[config.mk]
export PLATFORM = sky130hd
export DESIGN_NAME = hilo_muldiv
export DESIGN_NICKNAME = d
export VERILOG_FILES = /design/src/rtl/hilo_mdu_pkg.sv /design/src/rtl/hilo_mdu_decode.sv /design/src/rtl/hilo_mdu_mult.sv /design/src/rtl/hilo_mdu_divider.sv /design/src/rtl/hilo_muldiv.sv
export SDC_FILE = /design/constraint.sdc
export NUM_CORES = 2
export LEC_CHECK = 0
export ABC_CLOCK_PERIOD_IN_PS = 11100
export BUFFER_PORTS_ARGS = -buffer_cell sky130_fd_sc_hd__buf_2
export CAP_MARGIN = 15
export CORE_ASPECT_RATIO = 0.7
export CORE_MARGIN = 2
export CORE_UTILIZATION = 55
export CTS_CLUSTER_DIAMETER = 40
export CTS_CLUSTER_SIZE = 24
export DETAILED_ROUTE_END_ITERATION = 16
export GPL_TIMING_DRIVEN = 0
export PLACE_DENSITY = 0.77
export SLEW_MARGIN = 15
export SYNTH_ARGS = -nofsm -noshare
export SYNTH_HDL_FRONTEND = slang
export SYNTH_SLANG_ARGS = --single-unit
[constraint.sdc]
create_clock -name clk -period 11.1 [get_ports clk]
set_input_delay 0 -clock clk [delete_from_list [all_inputs] [get_ports clk]]
set_output_delay 0 -clock clk [all_outputs]
set_load 0.05 [all_outputs]
[src/rtl/hilo_mdu_pkg.sv]
package hilo_mdu_pkg;

    localparam logic [5:0] FN_MFHI  = 6'd16;
    localparam logic [5:0] FN_MTHI  = 6'd17;
    localparam logic [5:0] FN_MFLO  = 6'd18;
    localparam logic [5:0] FN_MTLO  = 6'd19;
    localparam logic [5:0] FN_MULT  = 6'd24;
    localparam logic [5:0] FN_MULTU = 6'd25;
    localparam logic [5:0] FN_DIV   = 6'd26;

    typedef enum logic [2:0] {
        OP_NONE,
        OP_MFHI,
        OP_MTHI,
        OP_MFLO,
        OP_MTLO,
        OP_MULT,
        OP_MULTU,
        OP_DIV
    } mdu_op_e;

    typedef enum logic [1:0] {
        DV_IDLE,
        DV_RUN,
        DV_FIX
    } div_state_e;

endpackage

[src/rtl/hilo_mdu_decode.sv]
module hilo_mdu_decode
    import hilo_mdu_pkg::*;
(
    input  logic [31:0] instr_i,
    output mdu_op_e     op_o,
    output logic        reserved_bad_o,
    output logic [4:0]  dest_o
);

    logic [5:0] opcode;
    logic [5:0] fn;

    assign opcode = instr_i[31:26];
    assign fn     = instr_i[5:0];
    assign dest_o = instr_i[15:11];

    always_comb begin
        op_o           = OP_NONE;
        reserved_bad_o = 1'b0;
        if (opcode == 6'd0) begin
            case (fn)
                FN_MFHI: begin
                    op_o           = OP_MFHI;
                    reserved_bad_o = (|instr_i[25:16]) | (|instr_i[10:6]);
                end
                FN_MFLO: begin
                    op_o           = OP_MFLO;
                    reserved_bad_o = (|instr_i[25:16]) | (|instr_i[10:6]);
                end
                FN_MTHI: begin
                    op_o           = OP_MTHI;
                    reserved_bad_o = |instr_i[20:6];
                end
                FN_MTLO: begin
                    op_o           = OP_MTLO;
                    reserved_bad_o = |instr_i[20:6];
                end
                FN_MULT: begin
                    op_o           = OP_MULT;
                    reserved_bad_o = |instr_i[15:6];
                end
                FN_MULTU: begin
                    op_o           = OP_MULTU;
                    reserved_bad_o = |instr_i[15:6];
                end
                FN_DIV: begin
                    op_o           = OP_DIV;
                    reserved_bad_o = |instr_i[15:6];
                end
                default: begin
                    op_o           = OP_NONE;
                    reserved_bad_o = 1'b0;
                end
            endcase
        end
    end

endmodule

[src/rtl/hilo_mdu_mult.sv]
module hilo_mdu_mult #(
    parameter int W = 32
) (
    input  logic [W-1:0]   a_i,
    input  logic [W-1:0]   b_i,
    input  logic           signed_i,
    output logic [2*W-1:0] prod_o
);

    localparam int PW = 2 * W;

    logic [PW-1:0] a_ext;
    logic [PW-1:0] b_ext;

    // Extension to full width makes the truncated product correct for both forms.
    assign a_ext  = {{W{signed_i & a_i[W-1]}}, a_i};
    assign b_ext  = {{W{signed_i & b_i[W-1]}}, b_i};
    assign prod_o = a_ext * b_ext;

endmodule

[src/rtl/hilo_mdu_divider.sv]
module hilo_mdu_divider
    import hilo_mdu_pkg::*;
#(
    parameter int W = 32
) (
    input  logic         clk,
    input  logic         rst_n,
    input  logic         start_i,
    input  logic [W-1:0] dividend_i,
    input  logic [W-1:0] divisor_i,
    output logic         busy_o,
    output logic         done_o,
    output logic [W-1:0] quo_o,
    output logic [W-1:0] rem_o
);

    localparam int CW = (W > 1) ? $clog2(W) : 1;
    localparam logic [CW-1:0] LAST_STEP = CW'(W - 1);

    div_state_e   state_q, state_d;
    logic [CW-1:0] cnt_q;
    logic [W-1:0]  rem_q;
    logic [W-1:0]  quo_q;
    logic [W-1:0]  dsr_q;
    logic          neg_q_q;
    logic          neg_r_q;

    logic [W:0]    shifted;
    logic [W:0]    diff;
    logic          take;
    logic          a_neg;
    logic          b_neg;
    logic [W-1:0]  mag_a;
    logic [W-1:0]  mag_b;

    assign a_neg   = dividend_i[W-1];
    assign b_neg   = divisor_i[W-1];
    assign mag_a   = a_neg ? ('0 - dividend_i) : dividend_i;
    assign mag_b   = b_neg ? ('0 - divisor_i) : divisor_i;

    assign shifted = {rem_q, quo_q[W-1]};
    assign diff    = shifted - {1'b0, dsr_q};
    assign take    = ~diff[W];

    // State register
    always_ff @(posedge clk) begin
        if (!rst_n) begin
            state_q <= DV_IDLE;
        end else begin
            state_q <= state_d;
        end
    end

    // Next-state logic
    always_comb begin
        state_d = state_q;
        unique case (state_q)
            DV_IDLE: if (start_i) state_d = DV_RUN;
            DV_RUN:  if (cnt_q == LAST_STEP) state_d = DV_FIX;
            DV_FIX:  state_d = DV_IDLE;
            default: state_d = DV_IDLE;
        endcase
    end

    // Datapath
    always_ff @(posedge clk) begin
        if (!rst_n) begin
            cnt_q   <= '0;
            rem_q   <= '0;
            quo_q   <= '0;
            dsr_q   <= '0;
            neg_q_q <= 1'b0;
            neg_r_q <= 1'b0;
        end else begin
            unique case (state_q)
                DV_IDLE: begin
                    if (start_i) begin
                        cnt_q   <= '0;
                        rem_q   <= '0;
                        quo_q   <= mag_a;
                        dsr_q   <= mag_b;
                        neg_q_q <= a_neg ^ b_neg;
                        neg_r_q <= a_neg;
                    end
                end
                DV_RUN: begin
                    cnt_q <= cnt_q + 1'b1;
                    if (take) begin
                        rem_q <= diff[W-1:0];
                    end else begin
                        rem_q <= shifted[W-1:0];
                    end
                    quo_q <= {quo_q[W-2:0], take};
                end
                DV_FIX: begin
                    cnt_q <= '0;
                end
                default: begin
                    cnt_q <= '0;
                end
            endcase
        end
    end

    // Outputs
    always_comb begin
        busy_o = (state_q != DV_IDLE);
        done_o = (state_q == DV_FIX);
        quo_o  = neg_q_q ? ('0 - quo_q) : quo_q;
        rem_o  = neg_r_q ? ('0 - rem_q) : rem_q;
    end

    // a new divide is only started from the idle state
    a_r6_start_when_idle : assert property (@(posedge clk) disable iff (!rst_n)
        start_i |-> state_q == DV_IDLE);

    // the commit cycle is always followed by an idle divider
    a_r9_done_then_free : assert property (@(posedge clk) disable iff (!rst_n)
        done_o |=> !busy_o);

    // the run phase is entered only from the cycle after a start
    a_r6_run_after_start : assert property (@(posedge clk) disable iff (!rst_n)
        $rose(busy_o) |-> $past(start_i));

endmodule

[src/rtl/hilo_muldiv.sv]
module hilo_muldiv
    import hilo_mdu_pkg::*;
#(
    parameter int XLEN = 32
) (
    input  logic            clk,
    input  logic            rst_n,
    input  logic            issue_i,
    input  logic [31:0]     instr_i,
    input  logic [XLEN-1:0] rs_val_i,
    input  logic [XLEN-1:0] rt_val_i,
    output logic            wb_valid_o,
    output logic [XLEN-1:0] wb_data_o,
    output logic [4:0]      wb_dest_o,
    output logic            busy_o,
    output logic            stall_o,
    output logic            illegal_o
);

    localparam int PW = 2 * XLEN;

    mdu_op_e        op;
    logic           reserved_bad;
    logic [4:0]     dest;
    logic           legal;
    logic           accept;
    logic           div_start;
    logic           div_busy;
    logic           div_done;
    logic [XLEN-1:0] div_quo;
    logic [XLEN-1:0] div_rem;
    logic [PW-1:0]  prod;

    logic [XLEN-1:0] hi_q;
    logic [XLEN-1:0] lo_q;
    logic            wb_valid_q;
    logic [XLEN-1:0] wb_data_q;
    logic [4:0]      wb_dest_q;
    logic            illegal_q;

    hilo_mdu_decode u_decode (
        .instr_i        (instr_i),
        .op_o           (op),
        .reserved_bad_o (reserved_bad),
        .dest_o         (dest)
    );

    hilo_mdu_mult #(.W(XLEN)) u_mult (
        .a_i      (rs_val_i),
        .b_i      (rt_val_i),
        .signed_i (op == OP_MULT),
        .prod_o   (prod)
    );

    hilo_mdu_divider #(.W(XLEN)) u_div (
        .clk        (clk),
        .rst_n      (rst_n),
        .start_i    (div_start),
        .dividend_i (rs_val_i),
        .divisor_i  (rt_val_i),
        .busy_o     (div_busy),
        .done_o     (div_done),
        .quo_o      (div_quo),
        .rem_o      (div_rem)
    );

    assign legal     = issue_i && (op != OP_NONE) && !reserved_bad;
    assign accept    = legal && !div_busy;
    assign div_start = accept && (op == OP_DIV);

    // HI/LO registers
    always_ff @(posedge clk) begin
        if (!rst_n) begin
            hi_q <= '0;
            lo_q <= '0;
        end else if (div_done) begin
            hi_q <= div_rem;
            lo_q <= div_quo;
        end else if (accept) begin
            unique case (op)
                OP_MTHI:  hi_q <= rs_val_i;
                OP_MTLO:  lo_q <= rs_val_i;
                OP_MULT,
                OP_MULTU: begin
                    hi_q <= prod[PW-1:XLEN];
                    lo_q <= prod[XLEN-1:0];
                end
                default: begin
                    hi_q <= hi_q;
                    lo_q <= lo_q;
                end
            endcase
        end
    end

    // Write-back and flag registers
    always_ff @(posedge clk) begin
        if (!rst_n) begin
            wb_valid_q <= 1'b0;
            wb_data_q  <= '0;
            wb_dest_q  <= '0;
            illegal_q  <= 1'b0;
        end else begin
            wb_valid_q <= accept && ((op == OP_MFHI) || (op == OP_MFLO));
            if (accept && (op == OP_MFHI)) begin
                wb_data_q <= hi_q;
                wb_dest_q <= dest;
            end else if (accept && (op == OP_MFLO)) begin
                wb_data_q <= lo_q;
                wb_dest_q <= dest;
            end
            illegal_q <= issue_i && (op != OP_NONE) && reserved_bad;
        end
    end

    assign wb_valid_o = wb_valid_q;
    assign wb_data_o  = wb_data_q;
    assign wb_dest_o  = wb_dest_q;
    assign illegal_o  = illegal_q;
    assign busy_o     = div_busy | div_start;
    assign stall_o    = legal && div_busy;

    // a stall is only ever raised while the divider runs
    a_r7_stall_needs_busy : assert property (@(posedge clk) disable iff (!rst_n)
        stall_o |-> busy_o);

    // HI and LO do not move while the divide is in its run phase
    a_r8_hilo_frozen : assert property (@(posedge clk) disable iff (!rst_n)
        (div_busy && !div_done) |=> ($stable(hi_q) && $stable(lo_q)));

    // a write-back follows an issue made while the divider was free
    a_r3_wb_after_issue : assert property (@(posedge clk) disable iff (!rst_n)
        wb_valid_o |-> ($past(issue_i) && !$past(div_busy)));

    // the illegal flag follows an issue and never comes with a write-back
    a_r10_illegal_alone : assert property (@(posedge clk) disable iff (!rst_n)
        illegal_o |-> ($past(issue_i) && !wb_valid_o));

endmodule

==> results.ini <==
[route]
final_antenna_net_count=0
first_pass_iters=6
drc_errors=0
wire_per_inst_um=28.6
drt_first_iter_violations=5649
vias=44400
totalWireLength_um=209000
viasPerCell=6.07

[timing]
period_minus_slack_ns=10.73
fin_ws_ns=0.365
final_max_slew_viol_count=0
finalCritPeriodShare_pct=96.7
skew_ns=0.0261
tns_ns=0
relSlewSlack_pct=7.12
timing.fmax_mhz=93.2
hold_viol_final=0
worst_pin_slew_ns=1.39
rsz0062_at_grt=yes
setup-violations-final=0

[worst_setup_path]
cp-start-kind=input pin
end_kind=flip-flop
crit_buf_inv=12
crit_type=input pin to flip-flop
cp_max_fo=10
cp.required_ns=11.55
cp_slowest_cell=fa_2
arrival_ns=11.19
crit_family=adder cells
max_stage_delay_ns=0.80

[clock_tree]
clkTransAtPathRegs_ns=0.10
cts_buffers=18
cts_sinks=208
tritoncts=yes
insertion_delay_ns=0.56
clock-root-buffer=clkbuf_16
ctsLongestPathBuffers=3
h-tree-depth=1

[global_route]
grt_overflow=0
grt.total_usage_pct=44.9
grt_pass1_wl_um=306000
grt_pass1_vias=44800
grt_max_degree=25
antenna_found_initial=23

[final_layout]
area_growth_syn_to_layout_pct=5.75
nFillCells=8336
final_common_cell=inv_1
nNetsFinal=7536
final_util_pct=58.6
drive_above_1_share_pct=3.34
final_cell_mix=inv_1 (1208), fa_1 (1123), nand2_1 (982)

[floorplan]
core_area_mm2=0.0918
die_w_um=368
ioPinCount=140
die_y_um=259
initial_core_util_pct=55.4
die_area_mm2=0.0950
std_cell_rows=93

[synthesis]
synth_edf_count=0
postSynthAreaPerCell_um2=8.58
synth_nets=7406
synth_cell_type_count=71
seq_area_frac_synth_pct=8.18
synthFlopType=dfxtp_1
yosys.area.top_type_share_pct=44.3
async_flop_share_pct=0
syn-cell-area_mm2=0.0509
synth_area_leaders=fa_1 (44%), inv_1 (8.9%), dfxtp_1 (8.2%)
yosys_register_bits=208
synth_cells=5930
ys_warn_count=0
yosys.area.top_type=fa_1

[hold_path]
hp-class=input pin to flip-flop

[placed_design]
pre_cts_slack_ns=-1.31
io_buffers=95
gp_congestion=1.05
hpwlAfterDp_um=173000

[run]
max_cap_violations=0

[run_status]
outcome=completed

routing by layer:
metal / up-vias / GRT usage [%] / share of wire [%]
li1: 18300 / - / -
met1: 22500 / 65.5 / 41
met2: 3087 / 60.5 / 39
met3: 462 / 17.4 / 16
met4: 8 / 15.2 / 4.4
met5: - / 0 / 0.029
worst min-delay path: cells and delay by family:
family | cells | cell delay [ns]
AO/OA/AOI/OAI | 1 | 0.11
buffers and inverters | 1 | 0.12
AND/OR/NAND/NOR | 4 | 0.30
path summary, 6_finish.rpt:
kind	cells after the start	start	slack, ns	endpoint
hold reg to reg	2	u_div.dsr_q[28]	0.47	u_div.dsr_q[28]
setup / recovery	34	instr_i[2]	0.37	hi_q[28]
setup reg to reg	16	u_div.quo_q[31]	5.69	u_div.quo_q[0]
hold / removal	6	rt_val_i[22]	0.01	u_div.dsr_q[31]
cells by family (layout without fill, tap and decap cells):
group,Yosys count,in the layout,share of synthesized area [%]
compound gates,714,714,9.21
simple gates,1770,1770,15.7
flops,208,208,8.18
fa+ha+maj,1377,1377,50.5
xor+xnor,217,217,3.73
mux,45,45,0.885
other cells,0,14,0
buf+inv,1599,1741,11.8
state kept, by name, indices dropped and copies added, names as in the netlist:
name / count
wb_data_o: 32
u_div.state_q: 2
wb_dest_o: 5
u_div.neg_r_q: 1
u_div.neg_q_q: 1
illegal_o: 1
lo_q: 32
hi_q: 32
u_div.rem_q: 32
u_div.cnt_q: 5
u_div.quo_q: 32
wb_valid_o: 1
u_div.dsr_q: 32
layout make-up:
type,count,area [um2],area share [%]
well taps,1235,1550,2.87
clock buffers,22,507,0.941
flip-flops and latches,208,4160,7.74
repair buffers,110,638,1.19
inverters,1210,4550,8.45
diodes,14,35.0,0.0651
multi-input cells,4123,40700,75.7
plain buffers,389,1510,2.81
clock inverters,10,139,0.258
synth_stat cells (all sizes together), types with 4 or more instances:
cell type	number
a311oi	7
o21ai	153
and2	291
o22ai	8
clkbuf	311
nand2	982
xnor2	127
o31ai	41
mux2i	45
fa	1126
ha	251
buf	78
nand3	41
a2111o	4
or2	13
a211oi	72
a31oi	31
a31o	9
o211ai	39
nand2b	21
a32oi	4
o311ai	12
nand3b	4
o2111ai	4
a21o	43
nor2	241
nor4	14
inv	1210
nand4	23
a221oi	28
o221ai	9
a22oi	10
a21oi	173
dfxtp	208
nor3	39
o41ai	17
o21bai	14
o32ai	4
nor2b	11
o21a	5
xor2	90
or4	20
a2111oi	10
and3	39
or3	23
metrics by stage:
| stage | hold slack (ns) | instances | area (um2) |
|---|---|---|---|
| after global routing | 0.0343 | 7312 | 53800 |
| after global placement | 0.252 | 7260 | 52900 |
| after floorplan | 0.147 | 5930 | 50900 |
| after detailed placement | 0.258 | 7261 | 53000 |
| after CTS | 0.00974 | 7305 | 53700 |
| final | 0.0102 | 7321 | 53800 |
repair_timing:
action,4_1_cts,5_1_grt
hold endpoints to repair,12,0
gates resized for setup,4,8
gates cloned,0,0
setup buffers,0,2
setup endpoints to repair,12,7
hold buffers,12,0
Power is left out: the tool's default activity adds up to more than one toggle a clock period on the data nets, which glitch-free logic cannot reach.
